[src/rtl/cap_pkg.sv]
package cap_pkg;
  typedef enum logic [1:0] {
    CAP_OFF  = 2'b00,
    CAP_RISE = 2'b01,
    CAP_FALL = 2'b10,
    CAP_BOTH = 2'b11
  } cap_mode_e;

  function automatic logic [3:0] presc_limit(input logic [1:0] sel);
    case (sel)
      2'b01:   presc_limit = 4'd3;
      2'b10:   presc_limit = 4'd15;
      default: presc_limit = 4'd0;
    endcase
  endfunction
endpackage

[src/rtl/cap_edge.sv]
module cap_edge
  import cap_pkg::*;
#(
  parameter int SYNC_STAGES = 2
) (
  input  logic      clk,
  input  logic      rst_n,
  input  logic      pin_i,
  input  cap_mode_e mode_i,
  input  logic [1:0] presc_i,
  output logic      evt_o
);
  logic [SYNC_STAGES-1:0] sync_q;
  logic                   prev_q;
  logic [3:0]             ps_q;
  logic                   lvl, hit;
  logic [3:0]             limit;

  always_ff @(posedge clk or negedge rst_n) begin
    if (!rst_n) begin
      sync_q <= '0;
      prev_q <= 1'b0;
    end else begin
      sync_q <= {sync_q[SYNC_STAGES-2:0], pin_i};
      prev_q <= sync_q[SYNC_STAGES-1];
    end
  end

  assign lvl   = sync_q[SYNC_STAGES-1];
  assign limit = presc_limit(presc_i);

  always_comb begin
    case (mode_i)
      CAP_RISE: hit = lvl & ~prev_q;
      CAP_FALL: hit = ~lvl & prev_q;
      CAP_BOTH: hit = lvl ^ prev_q;
      default:  hit = 1'b0;
    endcase
  end

  always_ff @(posedge clk or negedge rst_n) begin
    if (!rst_n)                 ps_q <= '0;
    else if (mode_i == CAP_OFF) ps_q <= '0;
    else if (hit)               ps_q <= (ps_q >= limit) ? 4'd0 : ps_q + 4'd1;
  end

  assign evt_o = hit & (ps_q >= limit);
endmodule

[src/rtl/cap_timer.sv]
module cap_timer #(
  parameter int CNT_W   = 16,
  parameter int NUM_SRC = 6,
  parameter int SEL_W   = 3
) (
  input  logic               clk,
  input  logic               rst_n,
  input  logic               enable_i,
  input  logic               gate_mode_i,
  input  logic               trig_i,
  input  logic [NUM_SRC-1:0] src_i,
  input  logic [SEL_W-1:0]   sel_i,
  output logic [CNT_W-1:0]   cnt_o
);
  localparam int PAD = 1 << SEL_W;

  logic [PAD-1:0]   src_pad;
  logic             running_q, tick;
  logic [CNT_W-1:0] cnt_q;

  for (genvar i = 0; i < PAD; i++) begin : g_pad
    if (i < NUM_SRC) begin : g_src
      assign src_pad[i] = src_i[i];
    end else begin : g_zero
      assign src_pad[i] = 1'b0;
    end
  end

  assign tick = src_pad[sel_i];

  always_ff @(posedge clk or negedge rst_n) begin
    if (!rst_n) begin
      cnt_q     <= '0;
      running_q <= 1'b0;
    end else if (!enable_i) begin
      cnt_q     <= '0;
      running_q <= 1'b0;
    end else if (trig_i) begin
      cnt_q     <= '0;
      running_q <= 1'b1;
    end else if (tick && (running_q || !gate_mode_i)) begin
      cnt_q <= cnt_q + 1'b1;
    end
  end

  assign cnt_o = cnt_q;
endmodule

[src/rtl/cap_fifo.sv]
module cap_fifo #(
  parameter int W     = 16,
  parameter int DEPTH = 4
) (
  input  logic         clk,
  input  logic         rst_n,
  input  logic         clr_ovf_i,
  input  logic         wr_i,
  input  logic [W-1:0] wr_data_i,
  input  logic         rd_ready_i,
  output logic         rd_valid_o,
  output logic [W-1:0] rd_data_o,
  output logic         ovf_o
);
  localparam int AW = (DEPTH > 1) ? $clog2(DEPTH) : 1;
  localparam logic [AW:0] FULL_L = AW'(DEPTH) | (AW+1)'(0);

  logic [W-1:0] mem [DEPTH];
  logic [AW:0]  wptr_q, rptr_q, used;
  logic         full, push, pop, ovf_q;

  assign used       = wptr_q - rptr_q;
  assign full       = (used == (AW+1)'(DEPTH));
  assign rd_valid_o = (used != '0);
  assign pop        = rd_valid_o & rd_ready_i;
  assign push       = wr_i & ~full & ~ovf_q;
  assign rd_data_o  = mem[rptr_q[AW-1:0]];

  always_ff @(posedge clk or negedge rst_n) begin
    if (!rst_n) begin
      wptr_q <= '0;
      rptr_q <= '0;
    end else begin
      if (push) wptr_q <= (wptr_q[AW-1:0] == AW'(DEPTH-1)) ?
                          {~wptr_q[AW], {AW{1'b0}}} : wptr_q + 1'b1;
      if (pop)  rptr_q <= (rptr_q[AW-1:0] == AW'(DEPTH-1)) ?
                          {~rptr_q[AW], {AW{1'b0}}} : rptr_q + 1'b1;
    end
  end

  always_ff @(posedge clk) begin
    if (push) mem[wptr_q[AW-1:0]] <= wr_data_i;
  end

  always_ff @(posedge clk or negedge rst_n) begin
    if (!rst_n)                              ovf_q <= 1'b0;
    else if (clr_ovf_i)                      ovf_q <= 1'b0;
    else if (wr_i && full)                   ovf_q <= 1'b1;
    else if (pop && used == (AW+1)'(1))      ovf_q <= 1'b0;
  end

  assign ovf_o = ovf_q;

  logic unused_full_l;
  assign unused_full_l = ^FULL_L;
endmodule

[src/rtl/cap_unit.sv]
module cap_unit
  import cap_pkg::*;
#(
  parameter int CNT_W       = 16,
  parameter int DEPTH       = 4,
  parameter int NUM_SRC     = 6,
  parameter int SEL_W       = 3,
  parameter int SYNC_STAGES = 2
) (
  input  logic               clk,
  input  logic               rst_n,
  input  logic               pin_i,
  input  logic [1:0]         mode_i,
  input  logic [1:0]         presc_i,
  input  logic [1:0]         irq_cnt_i,
  input  logic [NUM_SRC-1:0] tick_src_i,
  input  logic [SEL_W-1:0]   tick_sel_i,
  input  logic               gate_mode_i,
  input  logic               trig_i,
  output logic               rd_valid_o,
  input  logic               rd_ready_i,
  output logic [CNT_W-1:0]   rd_data_o,
  output logic               not_empty_o,
  output logic               ovf_o,
  output logic               irq_o
);
  cap_mode_e        mode;
  logic             cap_evt, enabled;
  logic [CNT_W-1:0] tmr_cnt;
  logic [1:0]       irq_q_cnt;
  logic             irq_q;

  assign mode    = cap_mode_e'(mode_i);
  assign enabled = (mode != CAP_OFF);

  cap_edge #(.SYNC_STAGES(SYNC_STAGES)) i_edge (
    .clk(clk), .rst_n(rst_n), .pin_i(pin_i), .mode_i(mode),
    .presc_i(presc_i), .evt_o(cap_evt)
  );

  cap_timer #(.CNT_W(CNT_W), .NUM_SRC(NUM_SRC), .SEL_W(SEL_W)) i_timer (
    .clk(clk), .rst_n(rst_n), .enable_i(enabled), .gate_mode_i(gate_mode_i),
    .trig_i(trig_i), .src_i(tick_src_i), .sel_i(tick_sel_i), .cnt_o(tmr_cnt)
  );

  cap_fifo #(.W(CNT_W), .DEPTH(DEPTH)) i_fifo (
    .clk(clk), .rst_n(rst_n), .clr_ovf_i(!enabled), .wr_i(cap_evt),
    .wr_data_i(tmr_cnt), .rd_ready_i(rd_ready_i), .rd_valid_o(rd_valid_o),
    .rd_data_o(rd_data_o), .ovf_o(ovf_o)
  );

  always_ff @(posedge clk or negedge rst_n) begin
    if (!rst_n) begin
      irq_q_cnt <= '0;
      irq_q     <= 1'b0;
    end else if (!enabled) begin
      irq_q_cnt <= '0;
      irq_q     <= 1'b0;
    end else if (cap_evt) begin
      if (irq_q_cnt == irq_cnt_i) begin
        irq_q_cnt <= '0;
        irq_q     <= 1'b1;
      end else begin
        irq_q_cnt <= irq_q_cnt + 2'd1;
        irq_q     <= 1'b0;
      end
    end else begin
      irq_q <= 1'b0;
    end
  end

  assign irq_o       = irq_q;
  assign not_empty_o = rd_valid_o;
endmodule

[config.mk]
export PLATFORM = sky130hd
export DESIGN_NAME = cap_unit
export DESIGN_NICKNAME = d
export VERILOG_FILES = /design/src/rtl/cap_pkg.sv /design/src/rtl/cap_edge.sv /design/src/rtl/cap_timer.sv /design/src/rtl/cap_fifo.sv /design/src/rtl/cap_unit.sv
export SDC_FILE = /design/constraint.sdc
export NUM_CORES = 1
export LEC_CHECK = 0
export ABC_AREA = 1
export CORE_UTILIZATION = 50
export DETAILED_ROUTE_END_ITERATION = 12
export HOLD_SLACK_MARGIN = 0.08
export PLACE_DENSITY = 0.81
export SLEW_MARGIN = 20
export SYNTH_ARGS = -nofsm -noshare
export SYNTH_HDL_FRONTEND = slang
export SYNTH_SLANG_ARGS = --single-unit
[constraint.sdc]
create_clock -name clk -period 4.8 [get_ports clk]
set_input_delay 0.72 -clock clk [delete_from_list [all_inputs] [get_ports clk]]
set_output_delay 0.72 -clock clk [all_outputs]
set_load 0.02 [all_outputs]
==> metrics.csv, run 1 <==
stage,metric,value,unit
status,status,completed,
floorplan,Die X-Extent,99.3,um
setup_path,CP Cell Sequence,buf_4 > inv_1 > o21ai_0 > o22ai_1 > clkdlybuf4s50_1,
yosys,post-synthesis sequential element count,98,
floorplan,Die ar.,9860,um^2
layout,area of the multi-input gates,1690,um^2
sta,Max Freq,289,MHz
cts,CTS resizes,0,
sta,Setup-failing EPs final,0,
yosys,Yosys cell types,36,
cts,Clock Tree Buf Depth,2,
sta,slew margin rel.,40.0,%
setup_path,family with the most delay on the worst path,buffers and inverters,
sta,final setup margin,1340,ps
drt,DRC viols,0,
sta,Final Slew Violations,0,
layout,antenna cells,0,
drt,Detail Route Antenna Nets,0,
floorplan,Placeable Area,9200,um^2
layout,Fillers,765,
setup_path,Worst EP arrival,2740,ps
yosys,most frequent cell after synthesis,nand2_1,
sta,setup_tns,0,ps
sta,unrepaired setup endpoints after global routing,false,
global_routing,largest net degree at the start of global routing,38,
power,Psw,925,uW
cts,clk slew on worst S/H paths,90,ps
cts,Max H-tree Level,3,
cts,Worst-Skew Late Latency,350,ps
yosys,commonest cells in the netlist,"94 x nand2_1, 66 x nor2_1, 64 x edfxtp_1",
drt,DR vias,3470,
power,Tot Pwr,2500,uW
sta,Least-Margin Pin Slew,897,ps
yosys,"EDFF count, synth",64,
placement,number of port buffers,40,
setup_path,CP required,4080,ps
yosys,Main synth FF type,edfxtp_1,
placement,placement-stage worst setup slack,1550,ps
layout,nets,572,
yosys,synthesized area per cell,9.62,um^2
floorplan,height of the die,99.3,um
power,pwr/cell area,462,nW/um^2
yosys,top-area cell type share of the netlist area,40.6,%
setup_path,CP bufs+invs,3,
yosys,async set or reset register ratio after synthesis,34.7,%
cts,cts hold-fix bufs,0,
cts,CTS tree,yes,
power,Clk pwr share,18.4,%
layout,Area Overhead vs Synth,14.5,%
power,VDD IR-drop max,0.202,mV
sta,Setup Skew,8.80,ps
power,Sw Ratio,37.0,%
setup_path,critical path type,register to output port,
yosys,sequential area share after synthesis,58.6,%
sta,period utilization,72.1,%
drt,TritonRoute pass-1 iters,5,
global_routing,initial antenna violation count,0,
layout,Register Area,2770,um^2
global_routing,vias in the first global route,3381,
power,Int Power,1580,uW
run,Max-Cap Viols,0,
setup_path,CP max-delay cell,inv_1,
power,Lkg Pwr,0.00218,uW
yosys,cell taking the most area after synthesis,edfxtp_1,
drt,DR WL/cell,14.1,um
min_path,type of the worst min-delay path,register to register,
yosys,Synth Instances,492,
cts,Sink Count,98,
cts,clock tree root buffer cell,clkbuf_8,
sta,endpoints failing hold,0,
global_routing,wire length of the first global-routing pass,15.3,mm
floorplan,Initial Util,51.5,%
global_routing,GRT overflow,0,
yosys,Ys Warns,0,
drt,vias per cell,5.33,
placement,Routability Congestion,0.881,
power,sequential share of power,42.0,%
yosys,Area contributors post-synth,"edfxtp_1 41%, dfrtp_1 18%, nand2_1 7.5%",
power,Logic pwr share,39.5,%
floorplan,io pins,41,
setup_path,"slowest stage delay, CP",660,ps
cts,total CTS buffers,9,
setup_path,Setup crit start kind,register,
placement,hpwl dp,6.42,mm
drt,final wirelength,9.15,mm
floorplan,num rows,35,
cts,"Setup Fix Bufs, Post-CTS",0,
sta,crit path time final,3460,ps
yosys,Mapped Area,4730,um^2
setup_path,Worst setup EP type,output port,
drt,1st-iter DRT viols,143,
layout,proportion of layout cells with a drive suffix above 1,6.48,%
setup_path,Crit Path Max Fanout,37,
yosys,Mapped Nets,529,
global_routing,total global routing track utilization,19.9,%
## cells in the final DEF, fill, tap and decap left out, types with 3 or more instances in the layout
cell,n
a21oi_1,3
buf_4,6
clkbuf_8,9
clkdlybuf4s50_1,40
dfrtp_1,34
edfxtp_1,64
ha_1,15
inv_1,51
nand2_1,94
nand2_2,5
nand3_1,39
nand4_1,7
nor2_1,66
nor3_1,4
o21ai_0,44
o21ai_1,3
o22ai_1,16
xnor2_1,5
xor2_1,6
## per-layer routing
layer	track usage, %	wire, um	part of all wire (%)
met5	0	0	0
met4	7.92	108	1.2
met3	2.39	440	4.8
met2	35.6	4650	51
met1	24.5	3950	43
## power groups by stage
| stage | registers [uW] | logic [uW] | clock network (uW) |
|---|---|---|---|
| final | 1050 | 990 | 461 |
| after global placement | 1070 | 958 | 0 |
| after detailed placement | 1070 | 989 | 0 |
| after floorplan | 1050 | 647 | 0 |
| after global routing | 1070 | 1100 | 497 |
| after CTS | 1050 | 994 | 470 |
## area by class of cell
class,count,area share [%]
clock buffers,10,2.35
inverters,54,3.74
repair buffers,46,8.22
multi-input cells,326,31.2
clock inverters,6,0.785
flip-flops and latches,98,51.2
well taps,111,2.56
## state kept, by name, summed over array words and instances (netlist names), 2 cells and up
register	flops
i_edge.ps_q	4
i_fifo.mem	64
i_edge.sync_q	2
i_fifo.wptr_q	3
i_fifo.rptr_q	3
irq_q_cnt	2
i_timer.cnt_o	16
## worst reg2reg max path, stage by stage, from the launching register on
cell and delay [ps]:
dfrtp_1 370, buf_4 240, ha_1 260, fa_1 420
xor2_1 170, nand2_1 100, nand3b_1 120, nand2_1 80
inv_1 70, nand2_2 100, nor2_1 120, buf_4 260
## metrics by stage
stage	cell area, um^2	util, %	std cells	hold WS [ps]
after detailed placement	5250	57.1	635	336
final	5420	58.9	651	354
after global routing	5420	58.9	651	373
after floorplan	4730	-	492	331
after global placement	5250	57.1	635	339
after CTS	5420	58.9	651	358
## kinds of logic after synthesis
kind of cell / after synthesis / share of synthesized area [%]
compound gates: 73 / 8.51
xor+xnor: 11 / 2.04
fa+ha+maj: 16 / 4.39
buf+inv: 68 / 5.71
flops: 98 / 58.6
simple gates: 226 / 20.8
## worst paths after layout
path	start	endpoint	slack, ps	cells past startpoint
setup / recovery	i_fifo.rptr_q[0]$_DFFE_PN0P_	rd_data_o[5]	1340	5
hold / removal	i_edge.sync_q[0]$_DFF_PN0_	i_edge.sync_q[1]$_DFF_PN0_	350	0
setup reg to reg	i_fifo.rptr_q[0]$_DFFE_PN0P_	i_fifo.mem[0][5]$_DFFE_PP_	2200	11
hold reg to reg	i_edge.sync_q[0]$_DFF_PN0_	i_edge.sync_q[1]$_DFF_PN0_	350	0
max in group asynchronous	rst_n	i_timer.cnt_o[6]$_DFFE_PN0P_	3700	2
min in group asynchronous	rst_n	i_fifo.rptr_q[1]$_DFFE_PN0P_	770	2
Power figures use the tool's default switching activity.
==> inputs of run 2 (changes only) <==
- PLACE_DENSITY: 0.81 -> 0.83
- clock period: 4.8 -> 3 ns (I/O delays scaled with it)
==> metrics.csv, run 2 (synthesis gave the netlist of run 1 again) <==
stage,metric,value,unit
placement,number of port buffers,40,
setup_path,"slowest stage delay, CP",660,ps
global_routing,total global routing track utilization,22.5,%
floorplan,io pins,41,
min_path,type of the worst min-delay path,register to register,
global_routing,wire length of the first global-routing pass,17.0,mm
floorplan,Die X-Extent,99.3,um
power,VDD IR-drop max,0.344,mV
setup_path,FF-to-FF End,i_fifo.mem[0][14]$_DFFE_PP_,
cts,"Setup Fix Bufs, Post-CTS",0,
floorplan,Initial Util,51.5,%
sta,Setup Skew,11.1,ps
cts,Sink Count,98,
setup_path,Crit Path Max Fanout,36,
setup_path,Setup crit start kind,register,
drt,vias per cell,5.51,
placement,Routability Congestion,0.890,
layout,"commonest non-fill, non-tap cell in the layout",nand2_1,
setup_path,CP max-delay cell,clkdlybuf4s50_1,
sta,setup_tns,0,ps
setup_path,flop2flop setup slack,540,ps
drt,1st-iter DRT viols,242,
global_routing,initial antenna violation count,0,
cts,Max H-tree Level,3,
floorplan,Die ar.,9860,um^2
sta,unrepaired setup endpoints after global routing,false,
floorplan,Placeable Area,9200,um^2
global_routing,GRT overflow,0,
cts,total CTS buffers,9,
run,Max-Cap Viols,0,
layout,antenna cells,0,
setup_path,CP endpoint,rd_data_o[0],
floorplan,num rows,35,
floorplan,height of the die,99.3,um
layout,most frequent cells in the layout,"94 x nand2_1, 66 x nor2_1, 64 x edfxtp_1",
cts,clock tree root buffer cell,clkbuf_8,
sta,Max Freq,349,MHz
layout,design area,5560,um^2
setup_path,Worst EP arrival,2410,ps
sta,Final Slew Violations,0,
setup_path,Worst setup EP type,output port,
drt,final wirelength,10.0,mm
cts,clk slew on worst S/H paths,100,ps
power,Lkg Pwr,0.00224,uW
layout,Area Overhead vs Synth,17.4,%
sta,final setup margin,137,ps
sta,crit path time final,2860,ps
cts,CTS resizes,2,
cts,CTS tree,yes,
sta,Setup-failing EPs final,0,
setup_path,Levels on crit path,6,
drt,DRC viols,0,
drt,Detail Route Antenna Nets,0,
setup_path,critical path type,register to output port,
setup_path,family with the most delay on the worst path,buffers and inverters,
cts,Worst-Skew Late Latency,360,ps
layout,proportion of layout cells with a drive suffix above 1,7.18,%
global_routing,vias in the first global route,3576,
sta,period utilization,95.4,%
layout,max reg flops,64,
setup_path,worst reg-to-reg path cell count,11,
setup_path,CP Cell Sequence,buf_4 > inv_1 > buf_6 > o21ai_0 > o22ai_1 > clkdlybuf4s50_1,
setup_path,worst r2r src,i_fifo.wptr_q[0]$_DFFE_PN0P_,
drt,DR WL/cell,15.3,um
global_routing,largest net degree at the start of global routing,37,
setup_path,CP bufs+invs,4,
sta,endpoints failing hold,0,
sta,slew margin rel.,40.2,%
placement,hpwl dp,6.84,mm
layout,nets,575,
placement,Post-DP Area,5310,um^2
cts,Clock Tree Buf Depth,2,
status,status,completed,
power,pwr/cell area,786,nW/um^2
drt,DR vias,3601,
cts,cts hold-fix bufs,0,
placement,placement-stage worst setup slack,135,ps
setup_path,Crit. Startpoint,i_fifo.rptr_q[0]$_DFFE_PN0P_,
setup_path,CP required,2550,ps
drt,TritonRoute pass-1 iters,5,
sta,Least-Margin Pin Slew,893,ps
==> run 2: cell types whose count changed in the layout (fill, tap and decap cells not counted), sizes merged <==
cell	delta
buf	+3
inv	+1
bufinv	+3
clkinvlp	-1
clkinv	-2
clkdlybuf4s50	-2
dlygate4sd2	+2
clkbuf	-1
==> run 2: cell type report <==
class / instances / area (um^2)
Clock buffer: 9 / 124
Clock inverter: 7 / 120
Fill cell: 716 / 3640
Inverter: 54 / 206
Multi-Input combinational cell: 326 / 1690
Sequential cell: 98 / 2770
Tap cell: 111 / 139
Timing Repair Buffer: 49 / 507
==> run 2: worst min path at each step <==
stage,start,to,slack [ps],cells after the start
after floorplan,rst_n,i_edge.prev_q$_DFF_PN0_,150,0
after global placement,i_edge.sync_q[0]$_DFF_PN0_,i_edge.sync_q[1]$_DFF_PN0_,340,0
after detailed placement,i_edge.sync_q[0]$_DFF_PN0_,i_edge.sync_q[1]$_DFF_PN0_,340,0
after CTS,i_edge.sync_q[0]$_DFF_PN0_,i_edge.sync_q[1]$_DFF_PN0_,360,0
after global routing,i_edge.sync_q[0]$_DFF_PN0_,i_edge.sync_q[1]$_DFF_PN0_,380,0
final,i_edge.sync_q[0]$_DFF_PN0_,i_edge.sync_q[1]$_DFF_PN0_,360,0
==> run 2: metrics by stage <==
step	total power, uW	utilization (%)	std cells	hold slack, ps
5_1_grt	4640	60.4	654	380
2_1_floorplan	2720	-	492	154
6_report	4370	60.4	654	360
4_1_cts	4370	60.4	654	358
3_3_place_gp	3280	57.7	638	343
3_5_place_dp	3350	57.7	638	337
==> run 2: per-layer routing <==
metal  part of all wire, %  vias up  GRT usage (%)
met1                    41     1710           29.2
met4                   1.7        0           7.58
li1                      -     1751              -
met2                    51      125           38.0
met5                     0        -              0
met3                   6.5       15           4.29
==> run 2: power breakdown <==
part           internal (uW)  switching, uW  total [uW]
registers               1570           96.8        1670
clock network            560            463        1020
logic                    668           1010        1680
==> inputs of run 3 (changes only) <==
- REMOVE_ABC_BUFFERS: default -> 1
==> metrics.csv, run 3 (synthesis gave the netlist of run 1 again) <==
stage,metric,value,unit
drt,highest metal used,met4,
setup_path,flop2flop setup slack,520,ps
power,pwr/cell area,763,nW/um^2
global_routing,wire length of the first global-routing pass,16.8,mm
sta,Setup Skew,18.3,ps
layout,final core occ,60.4,%
layout,Register Area,2770,um^2
drt,Detail Route Antenna Nets,0,
global_routing,total global routing track utilization,21.9,%
placement,hpwl dp,6.83,mm
layout,Fillers,754,
global_routing,vias in the first global route,3658,
run,Max-Cap Viols,0,
setup_path,Worst setup EP type,output port,
status,status,"complete, but fails checks",
sta,unrepaired setup endpoints after global routing,false,
setup_path,Crit. Startpoint,i_fifo.rptr_q[0]$_DFFE_PN0P_,
cts,CTS tree,yes,
global_routing,largest net degree at the start of global routing,37,
cts,Clock Tree Buf Depth,2,
layout,Area Overhead vs Synth,17.3,%
power,Tot Pwr,4240,uW
layout,"commonest non-fill, non-tap cell in the layout",nand2_1,
layout,Finished Layout Cells,656,
power,VDD IR-drop max,0.380,mV
status,failing checks,design-rule violations,
power,Lkg Pwr,0.00224,uW
cts,Worst-Skew Late Latency,360,ps
layout,nets,577,
cts,"Setup Fix Bufs, Post-CTS",0,
cts,cts hold-fix bufs,0,
setup_path,Worst EP arrival,2390,ps
sta,Setup-failing EPs final,0,
placement,Inst Count DP,640,
sta,Max Freq,353,MHz
sta,setup_tns,0,ps
global_routing,initial antenna violation count,0,
floorplan,Placeable Area,9200,um^2
sta,worst hold slack,356,ps
sta,period utilization,94.5,%
layout,most frequent cells in the layout,"94 x nand2_1, 66 x nor2_1, 64 x edfxtp_1",
layout,antenna cells,0,
layout,max reg flops,64,
setup_path,CP max-delay cell,clkdlybuf4s50_1,
layout,area of the multi-input gates,1690,um^2
setup_path,CP Cell Sequence,buf_4 > inv_1 > buf_6 > o21ai_0 > o22ai_1 > clkdlybuf4s50_1,
floorplan,Die ar.,9860,um^2
sta,Final Slew Violations,0,
floorplan,height of the die,99.3,um
drt,DR WL/cell,15.3,um
setup_path,CP bufs+invs,4,
min_path,hold path cells,0,
setup_path,worst r2r src,i_fifo.wptr_q[0]$_DFFE_PN0P_,
global_routing,GRT overflow,0,
drt,metal3 WL,524,um
drt,final wirelength,10.0,mm
drt,1st-iter DRT viols,237,
floorplan,Die X-Extent,99.3,um
sta,crit path time final,2840,ps
cts,clock tree root buffer cell,clkbuf_8,
cts,total CTS buffers,9,
cts,Max H-tree Level,3,
setup_path,Setup crit start kind,register,
floorplan,num rows,35,
min_path,Worst Hold End,i_edge.sync_q[1]$_DFF_PN0_,
placement,Routability Congestion,0.869,
setup_path,worst reg-to-reg path cell count,11,
cts,clk slew on worst S/H paths,100,ps
cts,Sink Count,98,
sta,slew margin rel.,62.0,%
sta,Least-Margin Pin Slew,568,ps
drt,met1 WL,3.97,mm
setup_path,critical path type,register to output port,
layout,proportion of layout cells with a drive suffix above 1,7.34,%
setup_path,"slowest stage delay, CP",650,ps
drt,DRC viols,2,
setup_path,family with the most delay on the worst path,buffers and inverters,
setup_path,FF-to-FF End,i_fifo.mem[0][5]$_DFFE_PP_,
placement,number of port buffers,40,
drt,WL met2,5.40,mm
floorplan,io pins,41,
setup_path,CP required,2550,ps
floorplan,Initial Util,51.5,%
min_path,Hold Path Origin,i_edge.sync_q[0]$_DFF_PN0_,
min_path,type of the worst min-delay path,register to register,
sta,endpoints failing hold,0,
drt,DR vias,3595,
setup_path,Levels on crit path,6,
setup_path,Crit Path Max Fanout,36,
drt,vias per cell,5.48,
drt,TritonRoute pass-1 iters,8,
## run 3: cell count changes in the layout (fill, tap and decap cells not counted)
cell,change
buf_12,+1
buf_4,+1
bufinv_16,-1
clkbuf_1,+1
clkinv_1,-1
clkinv_2,+2
clkinvlp_4,-1
inv_1,+1
inv_6,-1
## run 3: area by class of cell
| cell class | instances | area share, % |
|---|---|---|
| Clock buffer | 10 | 2.30 |
| Clock inverter | 6 | 1.58 |
| Inverter | 54 | 3.65 |
| Multi-Input combinational cell | 326 | 30.4 |
| Sequential cell | 98 | 49.9 |
| Tap cell | 111 | 2.50 |
| Timing Repair Buffer | 51 | 9.62 |
## run 3: repair_timing
item,4_1_cts,5_1_grt
hold endpoints to repair,0,0
resized for setup,2,1
gates cloned,0,0
setup endpoints to repair,2,1
## run 3: where the power goes
part	switching, uW	internal (uW)	total [uW]
clock network	446	473	919
logic	981	672	1650
registers	93.3	1570	1660
## run 3: how the worst max path moves through the flow
stage,endpoint,slack [ps]
after floorplan,i_fifo.mem[0][0]$_DFFE_PP_,30
after global placement,i_fifo.mem[3][4]$_DFFE_PP_,210
after detailed placement,i_fifo.mem[0][3]$_DFFE_PP_,110
after CTS,rd_data_o[15],80
after global routing,not_empty_o,60
final,rd_data_o[15],160
## run 3: metrics by stage
stage,setup slack (ps),cell area [um^2]
finish,164,5550
detailed placement,107,5340
floorplan,25.7,4670
global route,55.0,5550
CTS,79.8,5550
global placement,215,5340
## run 3: routing by layer
metal  track usage, %  up-vias
met4             6.67        0
met3             3.72       13
met5                0        -
li1                 -     1753
met1             26.2     1725
met2             40.3      104
